===== src/rtl/exc_entry_pkg.sv =====
// Package: shared exception kind encoding and per-kind constants.
// Assumes seven sources; kind index order is the priority order.
package exc_entry_pkg;

    localparam int NUM_SRC = 7;

    typedef enum logic [2:0] {
        EXK_NONE  = 3'd0,
        EXK_RESET = 3'd1,
        EXK_DABT  = 3'd2,
        EXK_FIQ   = 3'd3,
        EXK_IRQ   = 3'd4,
        EXK_PABT  = 3'd5,
        EXK_UNDEF = 3'd6,
        EXK_SWI   = 3'd7
    } exc_kind_e;

    // Mode field value entered for a given kind.
    function automatic logic [4:0] mode_of(exc_kind_e k);
        case (k)
            EXK_RESET, EXK_SWI: mode_of = 5'b10011;
            EXK_UNDEF:          mode_of = 5'b11011;
            EXK_DABT, EXK_PABT: mode_of = 5'b10111;
            EXK_IRQ:            mode_of = 5'b10010;
            EXK_FIQ:            mode_of = 5'b10001;
            default:            mode_of = 5'b00000;
        endcase
    endfunction

    // Vector offset in bytes from the selected base.
    function automatic logic [7:0] offset_of(exc_kind_e k);
        case (k)
            EXK_RESET: offset_of = 8'h00;
            EXK_UNDEF: offset_of = 8'h04;
            EXK_SWI:   offset_of = 8'h08;
            EXK_PABT:  offset_of = 8'h0C;
            EXK_DABT:  offset_of = 8'h10;
            EXK_IRQ:   offset_of = 8'h18;
            EXK_FIQ:   offset_of = 8'h1C;
            default:   offset_of = 8'h00;
        endcase
    endfunction

endpackage


===== src/rtl/exc_req_mask.sv =====
// Module: exc_req_mask
// Builds the eligible-request vector, index 0 strongest. Applies the
// interrupt mask bits from the old status and the boundary gate.
// Assumes status bit 6 masks the fast and bit 7 the normal interrupt.
module exc_req_mask
    import exc_entry_pkg::*;
#(
    parameter int STAT_W = 32
) (
    input  logic                boundary_i,
    input  logic                req_reset_i,
    input  logic                req_dabt_i,
    input  logic                req_fiq_i,
    input  logic                req_irq_i,
    input  logic                req_pabt_i,
    input  logic                req_undef_i,
    input  logic                req_swi_i,
    input  logic [STAT_W-1:0]   status_i,
    output logic [NUM_SRC-1:0]  elig_o
);

    localparam int F_BIT = 6;
    localparam int I_BIT = 7;

    // Gate requests by boundary and interrupt masks; reset is never gated.
    always_comb begin
        elig_o[0] = req_reset_i;
        elig_o[1] = boundary_i & req_dabt_i;
        elig_o[2] = boundary_i & req_fiq_i & ~status_i[F_BIT];
        elig_o[3] = boundary_i & req_irq_i & ~status_i[I_BIT];
        elig_o[4] = boundary_i & req_pabt_i;
        elig_o[5] = boundary_i & req_undef_i;
        elig_o[6] = boundary_i & req_swi_i;
    end

endmodule


===== src/rtl/exc_prio_pick.sv =====
// Module: exc_prio_pick
// Fixed-priority pick: the lowest set index of the eligible vector wins
// and is returned as an exception kind (index + 1), or NONE.
module exc_prio_pick
    import exc_entry_pkg::*;
#(
    parameter int N = NUM_SRC
) (
    input  logic [N-1:0] elig_i,
    output exc_kind_e    kind_o
);

    logic [N-1:0] blocked;
    logic [N-1:0] grant;

    // Prefix chain: a source is blocked if any stronger one is eligible.
    assign blocked[0] = 1'b0;
    assign grant[0]   = elig_i[0];
    generate
        for (genvar g = 1; g < N; g++) begin : g_chain
            assign blocked[g] = blocked[g-1] | elig_i[g-1];
            assign grant[g]   = elig_i[g] & ~blocked[g];
        end
    endgenerate

    // Encode the single grant into a kind.
    always_comb begin
        kind_o = EXK_NONE;
        for (int i = 0; i < N; i++) begin
            if (grant[i]) kind_o = exc_kind_e'(3'(i + 1));
        end
    end

endmodule


===== src/rtl/exc_state_calc.sv =====
// Module: exc_state_calc
// Computes entry status, saved status, link and vector for one kind.
// Assumes fixed-length instructions of INSN_BYTES bytes.
module exc_state_calc
    import exc_entry_pkg::*;
#(
    parameter int              STAT_W     = 32,
    parameter int              ADDR_W     = 32,
    parameter int              INSN_BYTES = 4,
    parameter logic [ADDR_W-1:0] HIGH_BASE = 32'hFFFF0000
) (
    input  exc_kind_e           kind_i,
    input  logic [STAT_W-1:0]   status_i,
    input  logic [ADDR_W-1:0]   pc_i,
    input  logic                high_vec_i,
    output logic [STAT_W-1:0]   status_o,
    output logic [STAT_W-1:0]   saved_o,
    output logic [ADDR_W-1:0]   link_o,
    output logic [ADDR_W-1:0]   vector_o
);

    localparam logic [ADDR_W-1:0] STEP1 = ADDR_W'(INSN_BYTES);
    localparam logic [ADDR_W-1:0] STEP2 = ADDR_W'(2 * INSN_BYTES);

    // New status: mode, state bit cleared, masks set per kind.
    always_comb begin
        status_o      = status_i;
        status_o[4:0] = mode_of(kind_i);
        status_o[5]   = 1'b0;
        status_o[7]   = 1'b1;
        if (kind_i == EXK_RESET || kind_i == EXK_FIQ) status_o[6] = 1'b1;
    end

    // Saved status is always the old word (don't-care on reset).
    assign saved_o = status_i;

    // Link: data abort returns two instructions on, all others one.
    assign link_o = pc_i + ((kind_i == EXK_DABT) ? STEP2 : STEP1);

    // Vector: base selected by configuration, plus per-kind offset.
    assign vector_o = (high_vec_i ? HIGH_BASE : '0) | ADDR_W'(offset_of(kind_i));

endmodule


===== src/rtl/exc_entry_seq.sv =====
// Module: exc_entry_seq (top)
// Samples exception requests, picks the winner and registers the entry
// state with a one-cycle taken strobe. Outputs hold between takes.
// Assumes requests are level signals held by their sources.
module exc_entry_seq
    import exc_entry_pkg::*;
#(
    parameter int                STAT_W     = 32,
    parameter int                ADDR_W     = 32,
    parameter int                INSN_BYTES = 4,
    parameter logic [ADDR_W-1:0] HIGH_BASE  = 32'hFFFF0000
) (
    input  logic               clk,
    input  logic               rst_n,
    input  logic               boundary_i,
    input  logic               req_reset_i,
    input  logic               req_dabt_i,
    input  logic               req_fiq_i,
    input  logic               req_irq_i,
    input  logic               req_pabt_i,
    input  logic               req_undef_i,
    input  logic               req_swi_i,
    input  logic [STAT_W-1:0]  status_i,
    input  logic [ADDR_W-1:0]  pc_i,
    input  logic               high_vec_i,
    output logic               taken_o,
    output logic [STAT_W-1:0]  status_o,
    output logic [STAT_W-1:0]  saved_o,
    output logic [ADDR_W-1:0]  link_o,
    output logic [ADDR_W-1:0]  vector_o
);

    logic [NUM_SRC-1:0] elig;
    exc_kind_e          kind;
    logic [STAT_W-1:0]  nx_status;
    logic [STAT_W-1:0]  nx_saved;
    logic [ADDR_W-1:0]  nx_link;
    logic [ADDR_W-1:0]  nx_vector;

    exc_req_mask #(.STAT_W(STAT_W)) u_mask (
        .boundary_i  (boundary_i),
        .req_reset_i (req_reset_i),
        .req_dabt_i  (req_dabt_i),
        .req_fiq_i   (req_fiq_i),
        .req_irq_i   (req_irq_i),
        .req_pabt_i  (req_pabt_i),
        .req_undef_i (req_undef_i),
        .req_swi_i   (req_swi_i),
        .status_i    (status_i),
        .elig_o      (elig)
    );

    exc_prio_pick #(.N(NUM_SRC)) u_pick (
        .elig_i (elig),
        .kind_o (kind)
    );

    exc_state_calc #(
        .STAT_W     (STAT_W),
        .ADDR_W     (ADDR_W),
        .INSN_BYTES (INSN_BYTES),
        .HIGH_BASE  (HIGH_BASE)
    ) u_calc (
        .kind_i     (kind),
        .status_i   (status_i),
        .pc_i       (pc_i),
        .high_vec_i (high_vec_i),
        .status_o   (nx_status),
        .saved_o    (nx_saved),
        .link_o     (nx_link),
        .vector_o   (nx_vector)
    );

    // Output register: load on a take, otherwise hold; strobe one cycle.
    always_ff @(posedge clk) begin
        if (!rst_n) begin
            taken_o  <= 1'b0;
            status_o <= '0;
            saved_o  <= '0;
            link_o   <= '0;
            vector_o <= '0;
        end else begin
            taken_o <= (kind != EXK_NONE);
            if (kind != EXK_NONE) begin
                status_o <= nx_status;
                saved_o  <= nx_saved;
                link_o   <= nx_link;
                vector_o <= nx_vector;
            end
        end
    end

endmodule


===== config.mk =====
export PLATFORM = sky130hd
export DESIGN_NAME = exc_entry_seq
export DESIGN_NICKNAME = d
export VERILOG_FILES = /design/src/rtl/exc_entry_pkg.sv /design/src/rtl/exc_req_mask.sv /design/src/rtl/exc_prio_pick.sv /design/src/rtl/exc_state_calc.sv /design/src/rtl/exc_entry_seq.sv
export SDC_FILE = /design/constraint.sdc
export NUM_CORES = 1
export LEC_CHECK = 0
export ABC_CLOCK_PERIOD_IN_PS = 10900
export BUFFER_PORTS_ARGS = -buffer_cell sky130_fd_sc_hd__clkbuf_2
export CORE_MARGIN = 3
export CORE_UTILIZATION = 50
export DETAILED_ROUTE_END_ITERATION = 10
export PLACE_DENSITY = 0.78
export SKIP_CTS_REPAIR_TIMING = 1
export SYNTH_ARGS = -nofsm -noshare
export SYNTH_HDL_FRONTEND = slang
export SYNTH_HIERARCHICAL = 1
export SYNTH_SLANG_ARGS = --single-unit

===== constraint.sdc =====
create_clock -name clk -period 10.9 [get_ports clk]
set_clock_uncertainty 0.1 [all_clocks]
set_input_delay 2.18 -clock clk [delete_from_list [all_inputs] [get_ports clk]]
set_output_delay 2.18 -clock clk [all_outputs]
set_load 0.01 [all_outputs]

# [Yosys cells after proc, flatten, opt, wreduce, memory -nomap -nowiden]
# Index checks and enable logic that the tools add are counted.
[word_totals] register_bits=128 out_inout_bits=129 word_cells=57 inputBits=75
[op_classes] bitwise=28 n_addsub=1 n_reduce_logical=4 n_eq_ne=7 muxes=12
[ops] operator="adder 32 bit" count=1
[ops] operator="two-way mux 32 bit" count=1
[ops] operator="OR 32 x 5 -> 32 bit" count=1
[ops] operator="one-hot mux 5 bit (6 select lines)" count=1
[ops] operator="one-hot mux 5 bit (5 select lines)" count=1
[ops] operator="two-way mux 3 bit" count=6
[ops] operator="bitwise AND 1 bit" count=14
[ops] operator="equality test 3 bit, second input constant" count=4
[ops] operator="inverter 1 bit" count=8
[ops] operator="equality test 3 x 2 -> 1 bit, second input constant" count=2
[ops] operator="OR 1 bit" count=5
[ops] operator="two-way mux 4 bit" count=1
[ops] operator="OR reduction 2 bit" count=2
[ops] operator="equality test 3 x 1 -> 1 bit, second input constant" count=1
[ops] operator="nonzero test 3 bit" count=1
[ops] operator="two-way mux 1 bit" count=2
[ops] operator="logical OR 1 bit" count=1

# [Longest topological paths before layout]
# Gate-level depths: netlist of the first run.
[logic_depth] word_depth=12 depth_mapped=15

# [Modules after synthesis]
# Netlist of the first run, hierarchy kept.
[modules_own_cells] mod="exc_entry_seq" seq_area_each_um2=2582.5 area_each_um2=5126.2 n_inst=1 cells_per_inst=558
[modules_own_cells] mod="exc_state_calc" seq_area_each_um2=0.0 area_each_um2=1398.8 n_inst=1 cells_per_inst=193
[modules_own_cells] mod="exc_prio_pick" seq_area_each_um2=0.0 area_each_um2=61.3 n_inst=1 cells_per_inst=11
[modules_own_cells] mod="exc_req_mask" seq_area_each_um2=0.0 area_each_um2=55.1 n_inst=1 cells_per_inst=7

# [Least setup slack after synthesis of the first run]
# OpenSTA, ideal clock, no wires.
[synth_timing] path_kind="input -> register" start="in status_i[7]" end="reg link_o[24]" cell_stages=14 arrival_ns=4.787 setup_slack_ns=5.941 path_cell_list="and3b_1 -> nor2_1 -> a2111oi_2 -> nand2b_1 -> nor2_1 -> inv_1 -> ha_1 -> fa_1 -> nand4_1 -> nor4_4 -> nand4_1 -> xnor2_1 -> nand2_1 -> mux2i_1"
[synth_via] elab_chain_cells=11 word_cells_on_any_way=20 cone_classes="1 x add/sub; 1 x eq/ne; 5 x mux; 12 x bitwise; 1 x reduce/logical"
[synth_lines] item="start: declaration" line="exc_entry_seq.sv:23" rtl="input logic [STAT_W-1:0] status_i,"
[synth_lines] item="inverter 1 bit *" line="exc_req_mask.sv:30" rtl="elig_o[3] = boundary_i & req_irq_i & ~status_i[I_BIT];"
[synth_lines] item="bitwise AND 1 bit *" line="exc_req_mask.sv:30"
[synth_lines] item="OR 1 bit" line="exc_prio_pick.sv:21" rtl="assign blocked[g] = blocked[g-1] | elig_i[g-1];"
[synth_lines] item="inverter 1 bit or OR 1 bit (tied branches)" line="exc_prio_pick.sv:22, exc_prio_pick.sv:21"
[synth_lines] item="bitwise AND 1 bit, or another cell as far along" line="exc_prio_pick.sv:22" rtl="assign grant[g] = elig_i[g] & ~blocked[g];"
[synth_lines] item="two-way mux 3 bit, or another cell as far along" line="exc_prio_pick.sv:30" rtl="if (grant[i]) kind_o = exc_kind_e'(3'(i + 1));"
[synth_lines] item="two-way mux 3 bit or bitwise AND 1 bit (tied branches)" line="exc_prio_pick.sv:30, exc_prio_pick.sv:22"
[synth_lines] item="two-way mux 3 bit *" line="exc_prio_pick.sv:30"
[synth_lines] item="named net kind[2]" line="exc_entry_seq.sv:34" rtl="exc_kind_e kind;"
[synth_lines] item="equality test 3 x 2 -> 1 bit *" line="exc_state_calc.sv:38" rtl="assign link_o = pc_i + ((kind_i == EXK_DABT) ? STEP2 : STEP1);"
[synth_lines] item="two-way mux 4 bit *" line="exc_state_calc.sv:38"
[synth_lines] item="adder 32 bit *" line="exc_state_calc.sv:38"
[synth_lines] item="named net nx_link[24]" line="exc_entry_seq.sv:37" rtl="logic [ADDR_W-1:0] nx_link;"
[synth_lines] item="end signal: assignment" line="exc_entry_seq.sv:87" rtl="link_o <= nx_link;"
[synth_lines] item="end: declaration" line="exc_entry_seq.sv:29" rtl="output logic [ADDR_W-1:0] link_o,"
# Mark *: on every way through the listed nets, which the timed path passes. The rest lies on a longest branch.
# A chain may end at the register's enable or synchronous reset.

# [Worst setup path in the final report of the first run]
[layout_timing] start="in boundary_i" end="reg link_o[28]"
[layout_via] word_cells_on_any_way=34 cone_classes="1 x add/sub; 1 x eq/ne; 7 x mux; 24 x bitwise; 1 x reduce/logical"
[layout_rtl] item="start: declaration" line="exc_entry_seq.sv:15" rtl="input logic boundary_i,"
[layout_rtl] item="bitwise AND 1 bit * (2 in a row)" line="exc_req_mask.sv:30"
[layout_rtl] item="named net elig[3]" line="exc_entry_seq.sv:33" rtl="logic [NUM_SRC-1:0] elig;"
[layout_rtl] item="OR 1 bit" line="exc_prio_pick.sv:21"
[layout_rtl] item="inverter 1 bit or OR 1 bit (tied branches)" line="exc_prio_pick.sv:22, exc_prio_pick.sv:21"
[layout_rtl] item="bitwise AND 1 bit, or another cell as far along" line="exc_prio_pick.sv:22"
[layout_rtl] item="two-way mux 3 bit, or another cell as far along" line="exc_prio_pick.sv:30"
[layout_rtl] item="two-way mux 3 bit or bitwise AND 1 bit (tied branches)" line="exc_prio_pick.sv:30, exc_prio_pick.sv:22"
[layout_rtl] item="two-way mux 3 bit *" line="exc_prio_pick.sv:30"
[layout_rtl] item="named net kind[1]" line="exc_entry_seq.sv:34"
[layout_rtl] item="equality test 3 x 2 -> 1 bit *" line="exc_state_calc.sv:38"
[layout_rtl] item="two-way mux 4 bit *" line="exc_state_calc.sv:38"
[layout_rtl] item="adder 32 bit *" line="exc_state_calc.sv:38"
[layout_rtl] item="named net nx_link[28]" line="exc_entry_seq.sv:37"
# Marked as above.

==> metrics, run 1 <==
status=completed; WL met2=6430 um; crit path kind=in -> reg; crit path buf inv count=1; main flop type after synthesis=dfxtp_1; Leak=0.00352 uW; reg-to-reg slack, setup=10.13 ns; row count=41; worst slew pin tran=1.02 ns; vias=5047; Max Used Layer=met4; fin crit period=5.01 ns; Post-Syn Area=0.00664 sq mm; Initial Util=0.518; WL met1=5830 um; # IOs=204; top cell family by delay on the critical path=simple AND/OR/NAND/NOR gates; synthesized area per cell=8.64 sq um; WP data arrival=5.26 ns; core area=0.0128 sq mm; Final Net Count=953; fraction of layout instances using a drive strength above 1=0.285; Gate Count Post-Synth=769; routed len/inst=12.9 um; CTS Root Buffer Type=clkbuf_16; register bit total from synthesis=129; hold path cells=2; Reg2Reg Depth=2; worst reg2reg path endpoint=status_o[11]; max capacitance violation total=0; Finished Cell Area=0.00761 sq mm; Routed WL=13700 um; worst-skew pair later-pin latency=0.42 ns; fin util=0.593; CTS H-tree lvls=4; CTS tree=done; HPWL after DPL=9520 um; GPL Wtd Cong=0.824; critical path endpoint category=flip-flop; CTS Sinks=129; DRT iter0 DRCs=225; die area=0.0147 sq mm; Power Dens Cells=170 mW/mm^2; Syn. warnings=6; Antenna diodes=0; DRC=0; initial antenna violation count=0; critical path's largest stage delay=0.50 ns; Peak VDD IR=110 uV; I/O Buffers=203; startpoint class of the critical path=input port; Worst Path Required=11.15 ns; Post-synth EDFFs=0; die width=121 um; DRT Pass-1 Iters=5; first-pass GRT wire length=21800 um; worst flop-to-flop path startpoint=status_o[11]; worst-path cell chain=clkbuf_2, and3b_1, nor2_1, o21ai_0, a21oi_1, nand2b_1, nor2_1, fa_1, nand4_1, nor4_4, nand4_1, xnor2_1, nand2_1, mux2i_1; FFs w/ async S/R, synth=0; sink of the worst hold path=status_o[10]; Clock transition at path regs=0.06 ns; setup violators final=0; largest net degree at the start of global routing=158; Hold Crit Start=status_o[10]; fin crit share=0.459; Max clock buf depth=2; worst-path fanout max=8; total gr overflow=0; Max Fclk=200 MHz; sequential cell area fraction in the yosys report=0.389; DRT antenna net count=0; final setup TNS=0 ns; Synth cell types=39; Slew Limit Fails=0; wire length on met3=1260 um; vias in the first global route=4511; chip height=121 um; final hold violation count=0; TritonCTS Buffers=17; worst hold path class=reg -> reg; Layout area overhead=14.6%; total power=1300 uW; Worst slew margin=0.317; gr usage total=0.184; RSZ-0062 raised after global routing=false; dpl cell area=0.00701 sq mm; post-DR vias/cell=4.76; Critical-path top delay cell=a21oi_1
[cells by family after synthesis]
family,count (synthesis),synth area share
DFF,129,0.389
AOI/OAI and AO/OA,12,0.0124
adders and majority gates,3,0.00678
other,2,0.00113
xor gates and xnor gates,28,0.0369
buffers and inverters,141,0.150
muxes,128,0.193
and+or+nand+nor,326,0.211
[synthesized netlist by cell type (all sizes together) (4+ instances only)]
| master | count | share of area |
|---|---|---|
| nor2 | 9 | 0.0051 |
| nand4 | 12 | 0.014 |
| nand3 | 11 | 0.0083 |
| and4 | 4 | 0.0053 |
| inv | 6 | 0.0034 |
| mux2i | 128 | 0.19 |
| nand2 | 266 | 0.15 |
| dfxtp | 129 | 0.39 |
| and2 | 5 | 0.0055 |
| buf | 132 | 0.14 |
| xor2 | 6 | 0.0079 |
| nor3 | 5 | 0.0062 |
| xnor2 | 22 | 0.029 |
[through the flow]
stage	hold WS (ns)	std cells	worst slack, ns
finish	0.355	1060	5.89
global route	0.374	1060	5.58
CTS	0.358	1060	5.90
detailed placement	0.350	1028	5.48
global placement	0.344	1028	5.55
floorplan	0.382	782	5.94
[state kept, by name, indices dropped and copies added (netlist names)]
name,flops
link_o,32
vector_o,32
saved_o,32
status_o,32
taken_o,1
[layout by cell type (no fill, tap or decap), types with 2 or more instances in the layout]
master / Yosys / final
nand4_1: 11 / 11
and2_2: 4 / 4
bufinv_16: 0 / 2
and3b_1: 2 / 2
nor3_1: 3 / 3
clkinvlp_4: 0 / 2
nor2b_1: 2 / 2
clkinv_2: 0 / 3
a21o_1: 3 / 3
xor2_1: 6 / 6
mux2i_1: 128 / 128
nor3_4: 1 / 2
clkbuf_2: 0 / 202
nand2b_1: 2 / 2
and4_1: 4 / 4
and3_1: 2 / 2
o21ai_0: 3 / 3
clkinv_4: 0 / 5
inv_1: 6 / 6
ha_1: 2 / 2
dfxtp_1: 129 / 129
a21oi_1: 3 / 3
clkbuf_8: 0 / 3
xnor2_1: 22 / 22
clkbuf_16: 0 / 17
conb_1: 2 / 15
nand2_1: 266 / 266
nand3_1: 11 / 11
nor2_1: 9 / 9
buf_4: 92 / 6
[per-layer routing]
| metal | GRT usage | up-vias |
|---|---|---|
| li1 | - | 2611 |
| met1 | 0.226 | 2254 |
| met4 | 0.0651 | 0 |
| met2 | 0.293 | 168 |
| met5 | 0 | - |
| met3 | 0.0741 | 14 |
[where the power goes]
group	switching (uW)	leakage (uW)	total (uW)	internal (uW)
Clock	212	0.000292	566	355
Sequential	19.7	0.00107	532	512
Combinational	113	0.00215	198	85.4
Total	344	0.00352	1300	952
[tightest hold or removal path, cell delays in order, from the launching register on]
cell	delay (ns)
dfxtp_1	0.30
nand2_1	0.05
mux2i_1	0.05
[final cells by class]
class,instances,area [sq um]
clock buffer,20,467
inverter,6,22.5
clock inverter,12,134
fill,1185,5220
multi-input combinational,512,3120
sequential,129,2580
timing repair buffer,209,1070
tap,172,215
[worst max path at each step]
stage,slack (ns),to,start,cells past startpoint
after floorplan,5.94,link_o[24],status_i[7],14
after global placement,5.55,link_o[24],boundary_i,14
after detailed placement,5.48,link_o[30],boundary_i,16
after CTS,5.90,link_o[28],boundary_i,14
after global routing,5.58,link_o[28],boundary_i,14
final,5.89,link_o[28],boundary_i,14
Power figures use the tool's default switching activity.
==> run 2, diff against run 1 <==
ABC_CLOCK_PERIOD_IN_PS = 4100   (was 10900)
CORE_UTILIZATION = 48   (was 50)
clock period = 4.1 ns   (was 10.9 ns; I/O delays follow)
==> metrics, run 2 (synthesis gave the netlist of run 1 again) <==
Slew Limit Fails=0 (unchanged); Logic pwr share=0.152 (about the same); CTS Sinks=129 (unchanged); worst-path fanout max=8 (unchanged); Max Fclk=287 MHz; fill count=1224 (+3.3%); critical path endpoint category=flip-flop; chip height=124 um (+2.0%); Final Net Count=955 (+0.21%); sequential power share=0.404 (-0.006); Clock transition at path regs=0.05 ns (about the same); fraction of layout instances using a drive strength above 1=0.284 (-0.000640); reg-to-reg slack, setup=3.37 ns (-6.76 ns); top cell family by delay on the critical path=simple AND/OR/NAND/NOR gates; CTS tree=done; DRT antenna net count=0 (unchanged); setup violators final=0 (unchanged); crit path kind=in -> reg; max capacitance violation total=0 (unchanged); vias in the first global route=4224 (-6.4%); Reg2Reg Depth=2 (unchanged); Seq. cell area=0.00258 sq mm (unchanged); crit path buf inv count=2 (+1); Max clock buf depth=2 (unchanged); startpoint class of the critical path=input port; final hold violation count=0 (unchanged); routed len/inst=12.7 um (-1.3%); DRT iter0 DRCs=234 (+4.0%); CTS H-tree lvls=4 (unchanged); fin crit share=0.848; RSZ-0062 raised after global routing=false; Routed WL=13600 um (-0.69%); post-DR vias/cell=4.66 (-2.0%); GPL Wtd Cong=0.845 (+2.5%); core area=0.0134 sq mm (+4.5%); worst hold path class=reg -> reg; I/O Buffers=203 (unchanged); final setup TNS=0 ns (unchanged); vias=4972 (-1.5%); row count=42 (+2.4%); DRT Pass-1 Iters=5 (unchanged); Layout area overhead=15.5%; fin crit period=3.48 ns; # IOs=204 (unchanged); worst-skew pair later-pin latency=0.41 ns (about the same); WP data arrival=3.71 ns (-1.55 ns); initial antenna violation count=0 (unchanged); status=completed; fin util=0.572 (-0.0209); Clock power frac=0.444 (+0.007); Worst slew margin=0.466 (+0.149); total gr overflow=0 (unchanged); Peak VDD IR=331 uV (+200%); Initial Util=0.496 (-0.0222); HPWL after DPL=9550 um (+0.22%); Power Dens Cells=456 mW/mm^2 (+170%); die area=0.0153 sq mm (+4.0%); CTS Root Buffer Type=clkbuf_16; sink of the worst hold path=link_o[24]; hold path cells=2 (unchanged); worst slew pin tran=0.801 ns (-0.223 ns); Worst Path Required=4.33 ns (-6.82 ns); most frequent cells in the layout=266 x nand2_1, 202 x clkbuf_2, 129 x dfxtp_1; Hold Crit Start=link_o[24]; first-pass GRT wire length=20700 um (-5.1%); Antenna diodes=0 (unchanged); leading cell type in the layout, fill and taps excluded=nand2_1; Psw=888 uW (+160%); Critical Path Start=boundary_i; DRC=0 (unchanged); proportion of total power due to net switching=0.254 (-0.0119); Critical-path top delay cell=nor4_4; TritonCTS Buffers=17 (unchanged); Leak=0.00354 uW (+0.70%); die width=124 um (+2.0%); critical path's largest stage delay=0.46 ns (-0.04 ns); largest net degree at the start of global routing=91 (-42%); area taken by multi-input logic gates=0.00312 sq mm (unchanged); gr usage total=0.171 (-0.0128); worst reg2reg path endpoint=status_o[26]; worst-path cell chain=clkbuf_2, and3b_1, nor2_1, a2111oi_2, nand2b_1, nor2_1, inv_1, ha_1, fa_1, nand4_1, nor4_4, nand4_1, xnor2_1, nand2_1, mux2i_1; Int Pwr=2610 uW (+170%); worst flop-to-flop path startpoint=status_o[26]
run 2: changes by cell type in the layout (fill, tap and decap cells not counted):
cell       change
clkbuf_8       +1
clkinv_4       -4
bufinv_16      +1
clkbuf_1       +2
buf_12         +2
run 2: worst max path at each step:
stage                       to  slack [ns]  cells after the start
floorplan           link_o[24]        0.50                     14
global placement    link_o[24]        0.32                     15
detailed placement  link_o[28]        0.20                     15
CTS                 link_o[28]        0.62                     15
global route        link_o[28]        0.29                     15
finish              link_o[28]        0.62                     15
run 2: final cells by class:
| cell class | instances | area share |
|---|---|---|
| well taps | 176 | 0.0287 |
| clock buffers | 23 | 0.0636 |
| clock inverters | 9 | 0.0168 |
| repair buffers | 211 | 0.144 |
| flip-flops and latches | 129 | 0.337 |
| multi-input cells | 512 | 0.407 |
| inverters | 6 | 0.00294 |
run 2: worst reg2reg max path: cells and delay by family, from the launching register on:
family / cells / cell delay [ns]
flip-flops: 1 / 0.33
AND/OR/NAND/NOR: 1 / 0.06
multiplexers: 1 / 0.17
run 2: metrics by stage:
step / cell area, sq um / power (uW) / cells / setup slack (ns) / hold slack [ns]
6_report: 7670 / 3500 / 1066 / 0.621 / 0.354
3_3_place_gp: 7050 / 1970 / 1034 / 0.323 / 0.344
3_5_place_dp: 7050 / 1980 / 1034 / 0.195 / 0.350
5_1_grt: 7670 / 3660 / 1066 / 0.290 / 0.369
2_1_floorplan: 6690 / 1840 / 782 / 0.501 / 0.382
4_1_cts: 7670 / 3550 / 1066 / 0.621 / 0.358
run 2: power groups by stage:
stage / clock network [uW] / logic, uW / registers [uW]
floorplan: 0 / 351 / 1490
global placement: 0 / 532 / 1440
detailed placement: 0 / 539 / 1440
CTS: 1590 / 541 / 1410
global route: 1650 / 589 / 1430
finish: 1550 / 533 / 1410
run 2: metal layers:
metal / track usage / part of all wire
met2: 0.263 / 0.45
met1: 0.211 / 0.44
met4: 0.0623 / 0.013
met5: 0 / 0
met3: 0.0799 / 0.096
==> run 3, diff against run 2 <==
ABC_AREA = 1   (was unset)
ABC_CLOCK_PERIOD_IN_PS = 3300   (was 4100)
CORE_UTILIZATION = 50   (was 48)
PLACE_DENSITY = 0.76   (was 0.78)
clock period = 3.3 ns   (was 4.1 ns; I/O delays follow)
==> metrics, run 3 <==
synthesized area per cell=6.53 sq um (-24%); Synth top area share=0.338 (-0.0508); fraction of layout instances using a drive strength above 1=0.218 (-0.0662); Int Pwr=3320 uW (+27%); Initial Util=0.518 (+0.0222); Layout area overhead=12.5%; Max Fclk=344 MHz; fill count=1421 (+16%); max capacitance violation total=0 (unchanged); die area=0.0168 sq mm (+9.9%); Seq. cell area=0.00258 sq mm (unchanged); worst-skew pair later-pin latency=0.40 ns (about the same); Clock transition at path regs=0.05 ns (about the same); FFs w/ async S/R, synth=0 (unchanged); RSZ-0062 raised after global routing=false; Hold Crit Start=status_i[1]; Gate Count Post-Synth=1170 (+52%); main flop type after synthesis=dfxtp_1; CTS Sinks=129 (unchanged); fin crit period=2.91 ns; Leak=0.00443 uW (+25%); Psw=1380 uW (+55%); Max clock buf depth=2 (unchanged); worst slew pin tran=0.572 ns (-0.229 ns); CTS Root Buffer Type=clkbuf_16; Routed WL=17700 um (+30%); proportion of total power due to net switching=0.293 (+0.0395); # IOs=204 (unchanged); HPWL after DPL=12200 um (+28%); Post-Place Cells=1428 (+38%); chip height=130 um (+4.8%); worst reg2reg path endpoint=link_o[28]; DRC=0 (unchanged); WP data arrival=3.11 ns (-0.60 ns); Synth cell types=28 (-28%); crit path kind=in -> reg; final setup TNS=0 ns (unchanged); GPL Wtd Cong=0.955 (+13%); total gr overflow=0 (unchanged); Power Dens Cells=546 mW/mm^2 (+20%); status=completed; register bit total from synthesis=129 (unchanged); Peak VDD IR=364 uV (+10%); Post-Syn Area=0.00764 sq mm (+15%); routed len/inst=12.1 um (-5.1%); DRT iter0 DRCs=438 (+87%); die width=130 um (+4.8%); post-DR vias/cell=4.74 (+1.6%); DRT antenna net count=0 (unchanged); DRT Pass-1 Iters=5 (unchanged); Antenna diodes=0 (unchanged); worst-path fanout max=6 (-2); Clock power frac=0.410 (-0.034); largest net degree at the start of global routing=145 (+59%); Worst slew margin=0.619 (+0.153); final hold violation count=0 (unchanged); vias in the first global route=5622 (+33%); Post-synth EDFFs=0 (unchanged); sink of the worst hold path=saved_o[1]; startpoint class of the critical path=input port; area taken by multi-input logic gates=0.00338 sq mm (+8.2%); row count=44 (+4.8%); I/O Buffers=203 (unchanged); Reg2Reg Depth=4 (+2); gr usage total=0.201 (+0.0297); hold path cells=3 (+1); leading area contributor after synthesis=dfxtp_1; sequential power share=0.382 (-0.022); worst flop-to-flop path startpoint=link_o[28]; sequential cell area fraction in the yosys report=0.338 (-0.0508); Worst Path Required=3.50 ns (-0.83 ns); top cells by area, synth=dfxtp_1 34%, nand2_1 11%, buf_4 9.3%; TritonCTS Buffers=17 (unchanged); initial antenna violation count=0 (unchanged); setup violators final=0 (unchanged); first-pass GRT wire length=27600 um (+33%); CTS tree=done; count leader, synth=nand2_1; core area=0.0148 sq mm (+10%); Logic pwr share=0.209 (+0.057); Syn. warnings=6 (unchanged); post-route non-filler standard cell count=1459 (+37%); fin crit share=0.881; most frequent cells in the layout=231 x nand2_1, 202 x clkbuf_2, 172 x nor2_1; Slew Limit Fails=0 (unchanged); reg-to-reg slack, setup=2.46 ns (-0.91 ns); critical path endpoint category=flip-flop; leading cell type in the layout, fill and taps excluded=nand2_1; CTS H-tree lvls=4 (unchanged); worst hold path class=in -> reg; vias=6917 (+39%); Final Net Count=1341 (+40%); hold_ws=0.378 ns (+0.0236 ns); top cells by count, synth=232 x nand2_1, 173 x nor2_1, 150 x inv_1
[run 3: cell count changes after synthesis, sizes merged, moves of 5 or more]
cell    previous run  this run
a21oi              3       130
and2               5         0
buf              132       150
clkbuf             3        10
inv                6       154
mux2i            128         0
nand2            266       237
nand3             11       136
nand3b             0        11
nand4             12         0
nor2               9       185
xnor2             22         6
[run 3: layer usage]
| metal | track usage | wire [um] |
|---|---|---|
| met5 | 0 | 0 |
| met4 | 0.0678 | 306 |
| met3 | 0.0606 | 1350 |
| met2 | 0.304 | 8010 |
| met1 | 0.274 | 7980 |
[run 3: area by class of cell]
type                            instances  share of cell area
Multi-Input combinational cell        740               0.393
Sequential cell                       129               0.301
Timing Repair Buffer                  221               0.142
Inverter                              154              0.0679
Clock buffer                           22              0.0552
Tap cell                              184              0.0268
Clock inverter                          9              0.0153
[run 3: worst max path at each step]
| stage | from | end | slack (ns) | depth (start not counted) |
|---|---|---|---|---|
| after floorplan | boundary_i | link_o[18] | 0.05 | 20 |
| after global placement | boundary_i | link_o[18] | 0.02 | 21 |
| after detailed placement | boundary_i | link_o[18] | -0.03 | 21 |
| after CTS | boundary_i | link_o[18] | 0.40 | 21 |
| after global routing | boundary_i | link_o[26] | 0.07 | 22 |
| final | boundary_i | link_o[26] | 0.39 | 22 |
[run 3: logic make-up after synthesis]
logic type / count (synthesis) / synth area share
AOI/OAI and AO/OA: 135 / 0.0893
xor gates and xnor gates: 15 / 0.0172
adders and majority gates: 3 / 0.00590
buffers and inverters: 314 / 0.227
and+or+nand+nor: 572 / 0.321
other: 2 / 0.000983
DFF: 129 / 0.338
[run 3: critical path, cell delays in order]
cell      delay (ns)
clkbuf_2        0.12
nand2_1         0.08
inv_1           0.05
nor2_1          0.10
nand2_1         0.08
nor2_2          0.10
o21ai_1         0.08
nand2_2         0.06
inv_1           0.04
or2_2           0.28
nor2_2          0.10
inv_1           0.06
ha_1            0.20
fa_1            0.41
nand3_2         0.17
inv_2           0.08
nand2_4         0.07
inv_1           0.05
nand3b_1        0.07
nand2_1         0.06
a21oi_1         0.11
nor2_1          0.05
[run 3: power groups by stage]
stage | registers (uW) | clock network [uW] | logic, uW
2_1_floorplan | 1890 | 0 | 706
3_5_place_dp | 1830 | 0 | 979
4_1_cts | 1790 | 1970 | 985
5_1_grt | 1810 | 2030 | 1110
6_report | 1790 | 1920 | 980
3_3_place_gp | 1820 | 0 | 974
[run 3: metrics by stage]
step	setup slack [ns]	area (sq um)	total power [uW]	util
after global placement	0.0155	7990	2790	0.541
after CTS	0.395	8590	4750	0.582
after floorplan	0.0490	7690	2600	-
final	0.392	8590	4700	0.582
after detailed placement	-0.0269	7990	2800	0.541
after global routing	0.0705	8590	4950	0.582
